==> src/rtl/mdrop_rx_pkg.sv <==
package mdrop_rx_pkg;

    typedef enum logic [1:0] {
        ST_IDLE,
        ST_START,
        ST_SHIFT,
        ST_STOP
    } rx_state_e;

    localparam logic [1:0] MODE_UART8 = 2'b10;
    localparam logic [1:0] MODE_UART9 = 2'b11;

    localparam int STAT_W     = 8;
    localparam int STAT_VALID = 0;
    localparam int STAT_FERR  = 2;
    localparam int STAT_PERR  = 3;
    localparam int STAT_OVR   = 4;

    typedef struct packed {
        logic nine;
        logic par_en;
        logic par_even;
        logic wake;
    } frame_cfg_t;

endpackage

==> src/rtl/mdrop_rx_sync.sv <==
module mdrop_rx_sync #(
    parameter int STAGES = 2
) (
    input  logic clk,
    input  logic rst_n,
    input  logic rx_i,
    output logic rx_o
);

    logic [STAGES-1:0] pipe_q;

    generate
        if (STAGES == 1) begin : g_one
            always_ff @(posedge clk or negedge rst_n) begin
                if (!rst_n) pipe_q <= 1'b1;
                else        pipe_q <= rx_i;
            end
        end else begin : g_many
            always_ff @(posedge clk or negedge rst_n) begin
                if (!rst_n) pipe_q <= '1;
                else        pipe_q <= {pipe_q[STAGES-2:0], rx_i};
            end
        end
    endgenerate

    assign rx_o = pipe_q[STAGES-1];

endmodule

==> src/rtl/mdrop_rx_fsm.sv <==
module mdrop_rx_fsm
    import mdrop_rx_pkg::*;
#(
    parameter int OSR = 16,
    parameter int DW  = 8
) (
    input  logic          clk,
    input  logic          rst_n,
    input  logic          tick_i,
    input  logic          rx_i,
    input  logic [1:0]    mode_i,
    input  logic          par_en_i,
    input  logic          par_even_i,
    input  logic          wake_en_i,
    output logic          done_o,
    output logic [DW:0]   bits_o,
    output logic          stop_o,
    output frame_cfg_t    cfg_o
);

    localparam int CW = $clog2(OSR);
    localparam int IW = $clog2(DW + 1);
    localparam logic [CW-1:0] MID_C  = CW'(OSR / 2 - 1);
    localparam logic [CW-1:0] LAST_C = CW'(OSR - 1);
    localparam logic [IW-1:0] IDX_LONG  = IW'(DW);
    localparam logic [IW-1:0] IDX_SHORT = IW'(DW - 1);

    rx_state_e   state_q, state_d;
    logic [CW-1:0] cnt_q;
    logic [IW-1:0] idx_q;
    logic [DW:0]   shreg_q;
    logic          rx_prev_q;
    logic          done_q;
    logic          stop_q;
    frame_cfg_t    cfg_q;

    logic          fall_c;
    logic          mid_c;
    logic          centre_c;
    logic [IW-1:0] last_idx_c;

    assign fall_c     = tick_i && rx_prev_q && !rx_i;
    assign mid_c      = tick_i && (cnt_q == MID_C);
    assign centre_c   = tick_i && (cnt_q == LAST_C);
    assign last_idx_c = (cfg_q.nine || cfg_q.par_en) ? IDX_LONG : IDX_SHORT;

    // state register
    always_ff @(posedge clk or negedge rst_n) begin
        if (!rst_n) state_q <= ST_IDLE;
        else        state_q <= state_d;
    end

    // next state
    always_comb begin
        state_d = state_q;
        unique case (state_q)
            ST_IDLE:  if (fall_c && mode_i[1])            state_d = ST_START;
            ST_START: if (mid_c)                          state_d = rx_i ? ST_IDLE : ST_SHIFT;
            ST_SHIFT: if (centre_c && idx_q == last_idx_c) state_d = ST_STOP;
            ST_STOP:  if (centre_c)                       state_d = ST_IDLE;
            default:                                      state_d = ST_IDLE;
        endcase
    end

    // datapath and outputs
    always_ff @(posedge clk or negedge rst_n) begin
        if (!rst_n) begin
            cnt_q     <= '0;
            idx_q     <= '0;
            shreg_q   <= '0;
            rx_prev_q <= 1'b1;
            done_q    <= 1'b0;
            stop_q    <= 1'b1;
            cfg_q     <= '0;
        end else begin
            done_q <= 1'b0;
            if (tick_i) rx_prev_q <= rx_i;
            unique case (state_q)
                ST_IDLE: begin
                    cnt_q <= '0;
                end
                ST_START: begin
                    if (mid_c) begin
                        cnt_q <= '0;
                        if (!rx_i) begin
                            idx_q          <= '0;
                            shreg_q        <= '0;
                            cfg_q.nine     <= (mode_i == MODE_UART9);
                            cfg_q.par_en   <= par_en_i && (mode_i == MODE_UART8);
                            cfg_q.par_even <= par_even_i;
                            cfg_q.wake     <= wake_en_i;
                        end
                    end else if (tick_i) begin
                        cnt_q <= cnt_q + 1'b1;
                    end
                end
                ST_SHIFT: begin
                    if (centre_c) begin
                        cnt_q          <= '0;
                        shreg_q[idx_q] <= rx_i;
                        idx_q          <= idx_q + 1'b1;
                    end else if (tick_i) begin
                        cnt_q <= cnt_q + 1'b1;
                    end
                end
                ST_STOP: begin
                    if (centre_c) begin
                        cnt_q  <= '0;
                        stop_q <= rx_i;
                        done_q <= 1'b1;
                    end else if (tick_i) begin
                        cnt_q <= cnt_q + 1'b1;
                    end
                end
                default: cnt_q <= '0;
            endcase
        end
    end

    assign done_o = done_q;
    assign bits_o = shreg_q;
    assign stop_o = stop_q;
    assign cfg_o  = cfg_q;

endmodule

==> src/rtl/mdrop_rx_result.sv <==
module mdrop_rx_result
    import mdrop_rx_pkg::*;
#(
    parameter int DW = 8
) (
    input  logic              clk,
    input  logic              rst_n,
    input  logic              done_i,
    input  logic [DW:0]       bits_i,
    input  logic              stop_i,
    input  frame_cfg_t        cfg_i,
    input  logic              ack_i,
    output logic [DW-1:0]     data_o,
    output logic              rb8_o,
    output logic [STAT_W-1:0] status_o,
    output logic              irq_o
);

    logic [DW-1:0] data_q;
    logic          rb8_q;
    logic          valid_q;
    logic          ferr_q;
    logic          perr_q;
    logic          ovr_q;
    logic          irq_q;

    logic          blocked_c;
    logic          accept_c;
    logic          perr_c;

    // wake-up filter: in 9-bit mode only address frames pass
    assign blocked_c = cfg_i.nine && cfg_i.wake && !bits_i[DW];
    assign accept_c  = done_i && !blocked_c;
    assign perr_c    = cfg_i.par_en && ((^bits_i) ^ !cfg_i.par_even);

    always_ff @(posedge clk or negedge rst_n) begin
        if (!rst_n) begin
            data_q  <= '0;
            rb8_q   <= 1'b0;
            valid_q <= 1'b0;
            ferr_q  <= 1'b0;
            perr_q  <= 1'b0;
            ovr_q   <= 1'b0;
            irq_q   <= 1'b0;
        end else begin
            irq_q <= accept_c;
            if (accept_c) begin
                data_q  <= bits_i[DW-1:0];
                rb8_q   <= cfg_i.nine && bits_i[DW];
                valid_q <= 1'b1;
                ferr_q  <= !stop_i;
                perr_q  <= perr_c;
                ovr_q   <= valid_q && !ack_i;
            end else if (ack_i) begin
                valid_q <= 1'b0;
                ferr_q  <= 1'b0;
                perr_q  <= 1'b0;
                ovr_q   <= 1'b0;
            end
        end
    end

    always_comb begin
        status_o             = '0;
        status_o[STAT_VALID] = valid_q;
        status_o[STAT_FERR]  = ferr_q;
        status_o[STAT_PERR]  = perr_q;
        status_o[STAT_OVR]   = ovr_q;
    end

    assign data_o = data_q;
    assign rb8_o  = rb8_q;
    assign irq_o  = irq_q;

endmodule

==> src/rtl/mdrop_rx.sv <==
module mdrop_rx
    import mdrop_rx_pkg::*;
#(
    parameter int OSR         = 16,
    parameter int DW          = 8,
    parameter int SYNC_STAGES = 2
) (
    input  logic          clk,
    input  logic          rst_n,
    input  logic          rxd_i,
    input  logic          tick16_i,
    input  logic [1:0]    mode_i,
    input  logic          par_en_i,
    input  logic          par_even_i,
    input  logic          wake_en_i,
    input  logic          ack_i,
    output logic [DW-1:0] data_o,
    output logic          rb8_o,
    output logic [7:0]    status_o,
    output logic          irq_o
);

    logic       rx_s;
    logic       frm_done;
    logic [DW:0] frm_bits;
    logic       frm_stop;
    frame_cfg_t frm_cfg;

    mdrop_rx_sync #(.STAGES(SYNC_STAGES)) u_sync (
        .clk   (clk),
        .rst_n (rst_n),
        .rx_i  (rxd_i),
        .rx_o  (rx_s)
    );

    mdrop_rx_fsm #(.OSR(OSR), .DW(DW)) u_fsm (
        .clk        (clk),
        .rst_n      (rst_n),
        .tick_i     (tick16_i),
        .rx_i       (rx_s),
        .mode_i     (mode_i),
        .par_en_i   (par_en_i),
        .par_even_i (par_even_i),
        .wake_en_i  (wake_en_i),
        .done_o     (frm_done),
        .bits_o     (frm_bits),
        .stop_o     (frm_stop),
        .cfg_o      (frm_cfg)
    );

    mdrop_rx_result #(.DW(DW)) u_result (
        .clk      (clk),
        .rst_n    (rst_n),
        .done_i   (frm_done),
        .bits_i   (frm_bits),
        .stop_i   (frm_stop),
        .cfg_i    (frm_cfg),
        .ack_i    (ack_i),
        .data_o   (data_o),
        .rb8_o    (rb8_o),
        .status_o (status_o),
        .irq_o    (irq_o)
    );

endmodule

==> config.mk <==
export PLATFORM = sky130hd
export DESIGN_NAME = mdrop_rx
export DESIGN_NICKNAME = d
export VERILOG_FILES = /design/src/rtl/mdrop_rx_pkg.sv /design/src/rtl/mdrop_rx_sync.sv /design/src/rtl/mdrop_rx_fsm.sv /design/src/rtl/mdrop_rx_result.sv /design/src/rtl/mdrop_rx.sv
export SDC_FILE = /design/constraint.sdc
export NUM_CORES = 1
export LEC_CHECK = 0
export ABC_AREA = 1
export CAP_MARGIN = 20
export CORE_MARGIN = 2
export CORE_UTILIZATION = 63
export CTS_CLUSTER_DIAMETER = 30
export DETAILED_ROUTE_END_ITERATION = 12
export DONT_BUFFER_PORTS = 1
export HOLD_SLACK_MARGIN = 0.12
export PLACE_DENSITY = 0.87
export SLEW_MARGIN = 10
export SYNTH_ARGS = -nofsm -noshare
export SYNTH_HDL_FRONTEND = slang
export SYNTH_HIERARCHICAL = 1
export SYNTH_SLANG_ARGS = --single-unit
export TNS_END_PERCENT = 20
==> constraint.sdc <==
create_clock -name clk -period 1.9 [get_ports clk]
set_input_delay 0.285 -clock clk [delete_from_list [all_inputs] [get_ports clk]]
set_output_delay 0.285 -clock clk [all_outputs]
set_load 0.01 [all_outputs]
==> results of run 1 <==
-- logic make-up (layout without fill, tap and decap cells) --
group           after synthesis  in the layout
simple gates                162            162
buf+inv                      54             58
flops                        42             42
compound gates               31             31
fa+ha+maj                     5              5
xor+xnor                      2              2
other cells                   1              4
-- cells in the final DEF, fill, tap and decap left out, types with 2 or more instances in the layout --
cell            n
a21oi_1         2
clkbuf_4        5
conb_1          4
dfrtp_1        38
dfstp_2         4
dlygate4sd3_1   9
ha_1            5
inv_1          35
inv_2           4
nand2_1        99
nand2_2         3
nand3_1        14
nand4_1        16
nor2_1         22
nor2_4          2
nor3_1          2
o21ai_0        20
o21ai_1         7
-- layout make-up --
cell class / instances / area share [%]
flip-flops and latches: 42 / 43.4
multi-input cells: 204 / 40.2
inverters: 39 / 6.01
repair buffers: 11 / 4.83
well taps: 46 / 2.36
clock buffers: 6 / 1.70
clock inverters: 2 / 1.54
-- power groups by stage --
stage | registers, mW | logic (mW) | clock network [mW]
2_1_floorplan | 1.13 | 0.461 | 0
3_3_place_gp | 1.16 | 0.526 | 0
3_5_place_dp | 1.16 | 0.555 | 0
4_1_cts | 1.14 | 0.600 | 0.580
5_1_grt | 1.16 | 0.710 | 0.620
6_report | 1.15 | 0.611 | 0.565
-- repair_timing --
item                       4_1_cts  5_1_grt
setup endpoints to repair        0        0
hold endpoints to repair        53        0
hold buffers                    10        0
-- metrics by stage --
step / std cells / utilization, % / worst slack [ns]
2_1_floorplan: 300 / - / 0.519
3_3_place_gp: 332 / 65.8 / 0.421
3_5_place_dp: 332 / 65.8 / 0.343
4_1_cts: 350 / 71.3 / 0.328
5_1_grt: 350 / 71.3 / 0.111
6_report: 350 / 71.3 / 0.326
-- per-layer routing --
layer,part of all wire (%),routed length (um)
met1,43,1890
met2,51,2230
met3,4.3,188
met4,1.1,46
met5,0,0
-- worst max-delay path: stages (launching register included) --
cell     delay [ns]
dfrtp_1        0.40
ha_1           0.27
nand3_4        0.11
nor2_1         0.15
nand2_2        0.12
nand2_4        0.20
o21ai_0        0.14
nand2_1        0.07
nand2_1        0.04
-- sequential cells by signal (all words and copies together), names as in the netlist, named ones only --
name	count
u_result/ovr_q	1
u_fsm/done_o	1
u_fsm/cnt_q	4
u_result/perr_q	1
u_fsm/stop_o	1
u_fsm/rx_prev_q	1
u_fsm/cfg_o	4
u_fsm/idx_q	4
u_result/valid_q	1
u_result/irq_o	1
u_sync/pipe_q	2
u_fsm/state_q	1
u_fsm/bits_o	9
u_result/data_o	8
u_result/ferr_q	1
u_result/rb8_o	1
-- final timing paths --
path,from,endpoint,slack (ns),depth (start not counted)
worst max-delay path,u_fsm/cnt_q[0]$_DFF_PN0_,u_fsm/bits_o[1]$_DFFE_PN0P_,0.33,8
worst min register to register,u_sync/pipe_q[0]$_DFF_PN1_,u_sync/pipe_q[1]$_DFF_PN1_,0.36,0
worst min-delay path,tick16_i,u_fsm/done_o$_DFF_PN0_,0.14,2
worst max register to register,u_fsm/cnt_q[0]$_DFF_PN0_,u_fsm/bits_o[1]$_DFFE_PN0P_,0.33,8
max in group asynchronous,rst_n,u_sync/pipe_q[1]$_DFF_PN1_,1.22,2
min in group asynchronous,rst_n,u_result/data_o[0]$_DFFE_PN0P_,0.41,2
==> qor.txt, run 1 <==
status - finished, final reports clean
pwr dens - 955 nW/um^2
ratio of cells with drive above 1 in the final layout - 8.55%
design area - 2430 sq um
Fill cells - 261
nets@finish - 318
Post-synth EDFFs - 0
most common cell in the netlist - nand2_1
clock slew seen by the registers of the worst setup and hold paths - 0.12 ns
CP Max Fanout - 24
NetSw - 824 uW
worst hold path class - in -> reg
proportion of netlist area held by the largest area contributor - 41.6%
Sw Share - 35.5%
main flop type after synthesis - dfrtp_1
Synth area leader - dfrtp_1
GR Util met1 - 30.0%
Root Driver - clkbuf_4
Max-Cap Viols - 0
Placer Congestion - 0.851
placed instance area - 2250 sq um
setup TNS - 0 ns
Worst Setup End Kind - flip-flop
Simple-Gate Fraction of Synth Area - 31.6%
Clock H-tree levels - 2
Reg area - 1060 sq um
adder-cell area share of the yosys netlist - 2.74%
Layout Area Growth over Synthesis - 6.63%
post-synthesis mux area share - 0%
Hold Slack - 0.144 ns
Crit Path Class - reg -> reg
mean area per synthesized cell - 7.69 sq um
Congestion Overflow GR - 0
Starting Density - 66.8%
Leakage - 1.25 nW
RSZ-0062 raised after global routing - no
CTS tree - done
cell area after synthesis - 2280 sq um
Cells after Synth - 297
Worst EP required - 2.16 ns
First DRT Iteration DRCs - 127
number of buffers created by CTS - 5
Internal - 1.50 mW
worst IR drop on VDD - 685 uV
largest net degree at the start of global routing - 43
diode count - 0
minimum clock period - 1.57 ns
GR Util met2 - 40.1%
first-pass detailed-route iteration total - 4
synth unique cells - 28
Multi-input gate area - 978 sq um
ys async rst share - 100%
first-pass GRT wire length - 7.62 mm
Vias - 1855
Ys Warns - 6
clock share of power - 24.3%
Final Max Tran Viols - 0
Synth Area in Compound Gates - 7.07%
vias per cell - 5.30
Overall Power - 2.32 mW
clk_lat worst skew - 0.35 ns
drt drc - 0
Final Hold Vio Count - 0
routed wire length - 4.35 mm
die height - 64.2 um
most used routing layer - met2
I/O Pins - 28
full die area - 4120 sq um
final worst-path cycle share - 82.8%
top cells by area, synth - dfrtp_1 42%, nand2_1 16%, inv_1 5.8%
row cnt - 21
area of the core - 3420 sq um
Die W - 64.2 um
xor-xnor portion of the synthesized cell area - 0.767%
met3 GRT Util - 5.11%
postcts setup bufs - 0
Critical Path Start Type - flip-flop
dpl hpwl - 2.97 mm
highest clock rate - 635 MHz
CP Data Arrival Time - 1.83 ns
#FFs+latches synth - 42
initial antenna violation count - 0
Total GRT Usage - 23.6%
register area share after synthesis - 46.2%
IO buf count - 0
CTS max path bufs - 2
Seq pwr share - 49.4%
Post-CTS Resized - 0
clock sink count - 42
synth cell count leaders - 99 x nand2_1, 38 x dfrtp_1, 35 x inv_1
largest family of logic cells by synthesized area - simple AND/OR/NAND/NOR gates
vias in the first global route - 1790
routed len/inst - 12.4 um
Gate power share - 26.3%
remaining antenna violation count - 0
Worst Skew - 0.0104 ns
Final setup viols - 0
Power figures use the tool's default switching activity.
==> inputs of run 2 (changes only) <==
==> constraint.sdc (replaced) <==
create_clock -name clk -period 1.6 [get_ports clk]
set_input_delay 0.24 -clock clk [delete_from_list [all_inputs] [get_ports clk]]
set_output_delay 0.24 -clock clk [all_outputs]
set_load 0.01 [all_outputs]
==> run 2 against run 1 <==
First-iteration DRC count increased by 22%. Combinational power increased by 21%. Total power increased by 15%. Largest power group unchanged.
==> qor.txt, run 2 (synthesis gave the netlist of run 1 again) <==
full die area - 4120 sq um (unchanged)
Total GRT Usage - 23.4% (was 23.6%)
number of buffers created by CTS - 5 (unchanged)
die height - 64.2 um (unchanged)
final worst-path cycle share - 94.0%
CP max stage delay - 0.72 ns (was 0.40 ns)
routed len/inst - 13.1 um (was 12.4 um)
Starting Density - 66.8% (unchanged)
pwr dens - 1080 nW/um^2 (was 955 nW/um^2)
setup TNS - 0 ns (unchanged)
commonest non-fill, non-tap cells in the layout - 98 x nand2_1, 38 x dfrtp_1, 35 x inv_1 (was 99 x nand2_1, 38 x dfrtp_1, 35 x inv_1)
CP most frequent cell - nand2_1 (unchanged)
Final setup viols - 0 (unchanged)
vias in the first global route - 1792 (was 1790)
CP Max Fanout - 6 (was 24)
Worst Skew - 0.00221 ns (was 0.0104 ns)
clk_lat worst skew - 0.37 ns (was 0.35 ns)
Max-Cap Viols - 0 (unchanged)
first-pass GRT wire length - 7.37 mm (was 7.62 mm)
Congestion Overflow GR - 0 (unchanged)
CTS max path bufs - 2 (unchanged)
CP Data Arrival Time - 1.78 ns (was 1.83 ns)
ratio of cells with drive above 1 in the final layout - 10.7% (was 8.55%)
clock slew seen by the registers of the worst setup and hold paths - 0.12 ns (about the same)
Root Driver - clkbuf_4 (unchanged)
cell count of the worst reg-to-reg path - 8 (unchanged)
Crit Path Class - in -> reg (was reg -> reg)
first-pass detailed-route iteration total - 5 (was 4)
minimum clock period - 1.50 ns
area of the core - 3420 sq um (unchanged)
Final Max Tran Viols - 0 (unchanged)
Hold Slack - 0.238 ns (was 0.144 ns)
Clock H-tree levels - 2 (unchanged)
FF-to-FF setup slack - 0.1 ns (was 0.33 ns)
most common cell after layout, fill and taps aside - nand2_1 (unchanged)
initial antenna violation count - 0 (unchanged)
Worst EP required - 1.87 ns (was 2.16 ns)
Max stage delay cell, worst path - dlygate4sd3_1 (was dfrtp_1)
r2r startpoint - u_fsm/cnt_q[0]$_DFF_PN0_ (unchanged)
CP Cell Sequence - dlygate4sd3_1, nand3_4, nor2_4, nand2_2, nand2_8, o21ai_0, nand2_1, nand2_1 (was ha_1, nand3_4, nor2_1, nand2_2, nand2_4, o21ai_0, nand2_1, nand2_1)
final core utilization - 72.9% (was 71.3%)
nets@finish - 322 (was 318)
row cnt - 21 (unchanged)
max reg flops - 9 (unchanged)
drt drc - 0 (unchanged)
I/O Pins - 28 (unchanged)
Die W - 64.2 um (unchanged)
worst IR drop on VDD - 848 uV (was 685 uV)
vias per cell - 5.43 (was 5.30)
routed wire length - 4.63 mm (was 4.35 mm)
worst hold path class - in -> reg (unchanged)
Worst Hold Launch - tick16_i (unchanged)
Vias - 1923 (was 1855)
Hold Crit Endpoint - u_fsm/state_q[0]$_DFFE_PN0P_ (was u_fsm/done_o$_DFF_PN0_)
highest clock rate - 665 MHz
diode count - 0 (unchanged)
status - finished, final reports clean (unchanged)
largest net degree at the start of global routing - 43 (unchanged)
remaining antenna violation count - 0 (unchanged)
clock sink count - 42 (unchanged)
Placer Congestion - 0.826 (was 0.851)
Worst Setup End Kind - flip-flop (unchanged)
Overall Power - 2.68 mW (was 2.32 mW)
dpl hpwl - 2.85 mm (was 2.97 mm)
Final Hold Vio Count - 0 (unchanged)
RSZ-0062 raised after global routing - no (unchanged)
RR Endpoint - u_fsm/bits_o[1]$_DFFE_PN0P_ (unchanged)
IO buf count - 0 (unchanged)
Leakage - 1.29 nW (was 1.25 nW)
First DRT Iteration DRCs - 155 (was 127)
worst hold path stage count - 5 (was 2)
Critical Path Start Type - input port (was flip-flop)
CTS tree - done (unchanged)
Layout Area Growth over Synthesis - 9.10% (was 6.63%)
[run 2: power by group]
| group | internal (mW) | switching (mW) |
|---|---|---|
| clock | 0.211 | 0.355 |
| combinational | 0.273 | 0.466 |
| sequential | 1.20 | 0.175 |
[run 2: area by class of cell]
cell class / count / area [sq um]
fillers: 251 / 925
well taps: 46 / 57.6
inverters: 39 / 146
repair buffers: 13 / 135
clock inverters: 2 / 12.5
flip-flops and latches: 42 / 1060
multi-input cells: 206 / 1030
clock buffers: 6 / 51.3
[run 2: through the flow]
| stage | setup WS [ns] | instances | instance area (sq um) |
|---|---|---|---|
| floorplan | 0.219 | 300 | 2290 |
| global placement | 0.107 | 333 | 2250 |
| detailed placement | 0.0283 | 333 | 2250 |
| CTS | 0.000409 | 352 | 2440 |
| global route | 0.00580 | 354 | 2490 |
| finish | 0.0967 | 354 | 2490 |
[run 2: worst max path at each step]
| stage | start | to | slack (ns) | cells after the start |
|---|---|---|---|---|
| 2_1_floorplan | u_fsm/cnt_q[0]$_DFF_PN0_ | u_fsm/bits_o[8]$_DFFE_PN0P_ | 0.22 | 9 |
| 3_3_place_gp | u_fsm/cnt_q[0]$_DFF_PN0_ | u_fsm/bits_o[2]$_DFFE_PN0P_ | 0.11 | 8 |
| 3_5_place_dp | u_fsm/cnt_q[0]$_DFF_PN0_ | u_fsm/bits_o[1]$_DFFE_PN0P_ | 0.03 | 8 |
| 4_1_cts | u_fsm/cnt_q[0]$_DFF_PN0_ | u_fsm/bits_o[1]$_DFFE_PN0P_ | 0.0004 | 8 |
| 5_1_grt | u_fsm/idx_q[0]$_DFFE_PN0P_ | u_fsm/bits_o[8]$_DFFE_PN0P_ | 0.006 | 7 |
| 6_report | tick16_i | u_fsm/bits_o[1]$_DFFE_PN0P_ | 0.1 | 8 |
[run 2: repair_timing]
action | CTS | global route
setup buffers | 0 | 0
setup endpoints to repair | 0 | 13
endpoints found under the hold margin | 56 | 0
gates resized for setup | 0 | 6
hold buffers | 11 | 0
[run 2: worst max-delay path: cells and delay by family]
kind	cells	cell delay, ns
buffers and inverters	1	0.72
AND/OR/NAND/NOR	6	0.72
AO/OA/AOI/OAI	1	0.11
[run 2: layer usage]
| layer | track usage (%) | part of all wire (%) |
|---|---|---|
| met5 | 0 | 0 |
| met4 | 12.0 | 2.2 |
| met3 | 7.04 | 8.6 |
| met2 | 40.8 | 50 |
| met1 | 25.7 | 40 |
==> inputs of run 3 (changes only) <==
--- a/config.mk
+++ b/config.mk
@@ -14,6 +14,7 @@
 export DONT_BUFFER_PORTS = 1
 export HOLD_SLACK_MARGIN = 0.12
 export PLACE_DENSITY = 0.87
+export RECOVER_POWER = 50
 export SLEW_MARGIN = 10
 export SYNTH_ARGS = -nofsm -noshare
 export SYNTH_HDL_FRONTEND = slang
==> run 3 against run 2 <==
Combinational power is 0.9% lower. Register-to-register slack about the same. Die area unchanged. Count of clock-buffer cells in the layout stayed put. Critical path depth unchanged. Utilization shrank 0.51 points. Sequential share of layout area increased by 0.30 points.
==> qor.txt, run 3 (synthesis gave the netlist of run 1 again) <==
status - finished, final reports clean (unchanged)
Root Driver - clkbuf_4 (unchanged)
Crit Path Class - in -> reg (unchanged)
first-pass GRT wire length - 7.37 mm (unchanged)
setup TNS - 0 ns (unchanged)
ratio of cells with drive above 1 in the final layout - 10.4% (was 10.7%)
Starting Density - 66.8% (unchanged)
First DRT Iteration DRCs - 147 (was 155)
clock sink count - 42 (unchanged)
CP Data Arrival Time - 1.78 ns (about the same)
Placer Congestion - 0.826 (unchanged)
remaining antenna violation count - 0 (unchanged)
CTS max path bufs - 2 (unchanged)
clk_lat worst skew - 0.37 ns (about the same)
row cnt - 21 (unchanged)
Congestion Overflow GR - 0 (unchanged)
commonest non-fill, non-tap cells in the layout - 99 x nand2_1, 38 x dfrtp_1, 35 x inv_1 (was 98 x nand2_1, 38 x dfrtp_1, 35 x inv_1)
Fill cells - 254 (was 251)
Total GRT Usage - 23.4% (unchanged)
worst hold path class - in -> reg (unchanged)
Final Max Tran Viols - 0 (unchanged)
design area - 2470 sq um (was 2490 sq um)
nets@finish - 322 (unchanged)
area of the core - 3420 sq um (unchanged)
Reg area - 1060 sq um (unchanged)
most common cell after layout, fill and taps aside - nand2_1 (unchanged)
worst IR drop on VDD - 848 uV (about the same)
I/O Pins - 28 (unchanged)
Final Hold Vio Count - 0 (unchanged)
cell count of the worst reg-to-reg path - 8 (unchanged)
RSZ-0062 raised after global routing - no (unchanged)
routed len/inst - 13.1 um (about the same)
Die W - 64.2 um (unchanged)
Clock H-tree levels - 2 (unchanged)
highest clock rate - 665 MHz (about the same)
initial antenna violation count - 0 (unchanged)
Final setup viols - 0 (unchanged)
IO buf count - 0 (unchanged)
full die area - 4120 sq um (unchanged)
Vias - 1923 (unchanged)
Tightest Pin Transition - 1.00 ns
Leakage - 1.28 nW (was 1.29 nW)
die height - 64.2 um (unchanged)
first-pass detailed-route iteration total - 5 (unchanged)
final core utilization - 72.4% (was 72.9%)
postcts setup bufs - 0 (unchanged)
CTS tree - done (unchanged)
Max-Cap Viols - 0 (unchanged)
minimum clock period - 1.50 ns (about the same)
routed wire length - 4.64 mm (was 4.63 mm)
dpl hpwl - 2.85 mm (unchanged)
number of buffers created by CTS - 5 (unchanged)
max reg flops - 9 (unchanged)
Worst Setup End Kind - flip-flop (unchanged)
vias per cell - 5.43 (unchanged)
Worst Skew - 0.00260 ns (was 0.00221 ns)
CP Max Fanout - 6 (unchanged)
Multi-input gate area - 1030 sq um (about the same)
drt drc - 0 (unchanged)
Layout Area Growth over Synthesis - 8.33% (was 9.10%)
diode count - 0 (unchanged)
clock slew seen by the registers of the worst setup and hold paths - 0.12 ns (about the same)
final worst-path cycle share - 94.0% (about the same)
largest net degree at the start of global routing - 43 (unchanged)
pwr dens - 1080 nW/um^2 (about the same)
Critical Path Start Type - input port (unchanged)
Hold Slack - 0.238 ns (unchanged)
vias in the first global route - 1792 (unchanged)
max_slew headroom - 33.3%
Worst EP required - 1.87 ns (about the same)
placed instance area - 2250 sq um (unchanged)
worst hold path stage count - 5 (unchanged)
-- run 3: cell types whose count changed in the layout (fill, tap and decap cells not counted), sizes merged --
cell	change
buf	-1
clkbuf	+1
-- run 3: power by group --
part	internal, mW	switching [mW]
clock	0.211	0.355
sequential	1.20	0.175
combinational	0.268	0.464
total	1.68	0.994
-- run 3: metal layers --
metal / share of wire [%] / track usage (%)
met1: 40 / 25.7
met2: 50 / 40.8
met3: 8.6 / 7.04
met4: 2.2 / 12.0
met5: 0 / 0
-- run 3: cell type report --
| cell class | count | area share [%] |
|---|---|---|
| flip-flops and latches | 42 | 42.7 |
| multi-input cells | 206 | 41.6 |
| inverters | 39 | 5.92 |
| repair buffers | 13 | 4.86 |
| well taps | 46 | 2.33 |
| clock buffers | 6 | 2.07 |
| clock inverters | 2 | 0.506 |
-- run 3: worst paths after layout --
check | to | slack (ns) | startpoint
setup / recovery | u_fsm/bits_o[1]$_DFFE_PN0P_ | 0.1 | tick16_i
hold / removal | u_fsm/state_q[0]$_DFFE_PN0P_ | 0.24 | tick16_i
setup reg to reg | u_fsm/bits_o[1]$_DFFE_PN0P_ | 0.1 | u_fsm/cnt_q[0]$_DFF_PN0_
hold reg to reg | u_sync/pipe_q[1]$_DFF_PN1_ | 0.37 | u_sync/pipe_q[0]$_DFF_PN1_
max in group asynchronous | u_fsm/idx_q[2]$_DFFE_PN0P_ | 0.39 | rst_n
min in group asynchronous | u_result/data_o[0]$_DFFE_PN0P_ | 0.61 | rst_n
-- run 3: what timing repair did --
action / CTS / global route
hold buffers: 11 / 0
setup endpoints to repair: 0 / 13
endpoints found under the hold margin: 56 / 0
gates resized for setup: 0 / 6
-- run 3: worst max-delay path, stage by stage --
cell and delay, ns:
dlygate4sd3_1 0.72, nand3_4 0.13, nor2_4 0.15, nand2_2 0.18, nand2_8 0.12, o21ai_0 0.11
nand2_1 0.09, nand2_1 0.05
-- run 3: through the flow --
| stage | total power, mW | setup slack, ns | std cells |
|---|---|---|---|
| 2_1_floorplan | 1.88 | 0.219 | 300 |
| 3_3_place_gp | 1.99 | 0.107 | 333 |
| 3_5_place_dp | 2.02 | 0.0283 | 333 |
| 4_1_cts | 2.63 | 0.000409 | 352 |
| 5_1_grt | 2.87 | 0.00580 | 354 |
| 6_report | 2.68 | 0.0967 | 354 |
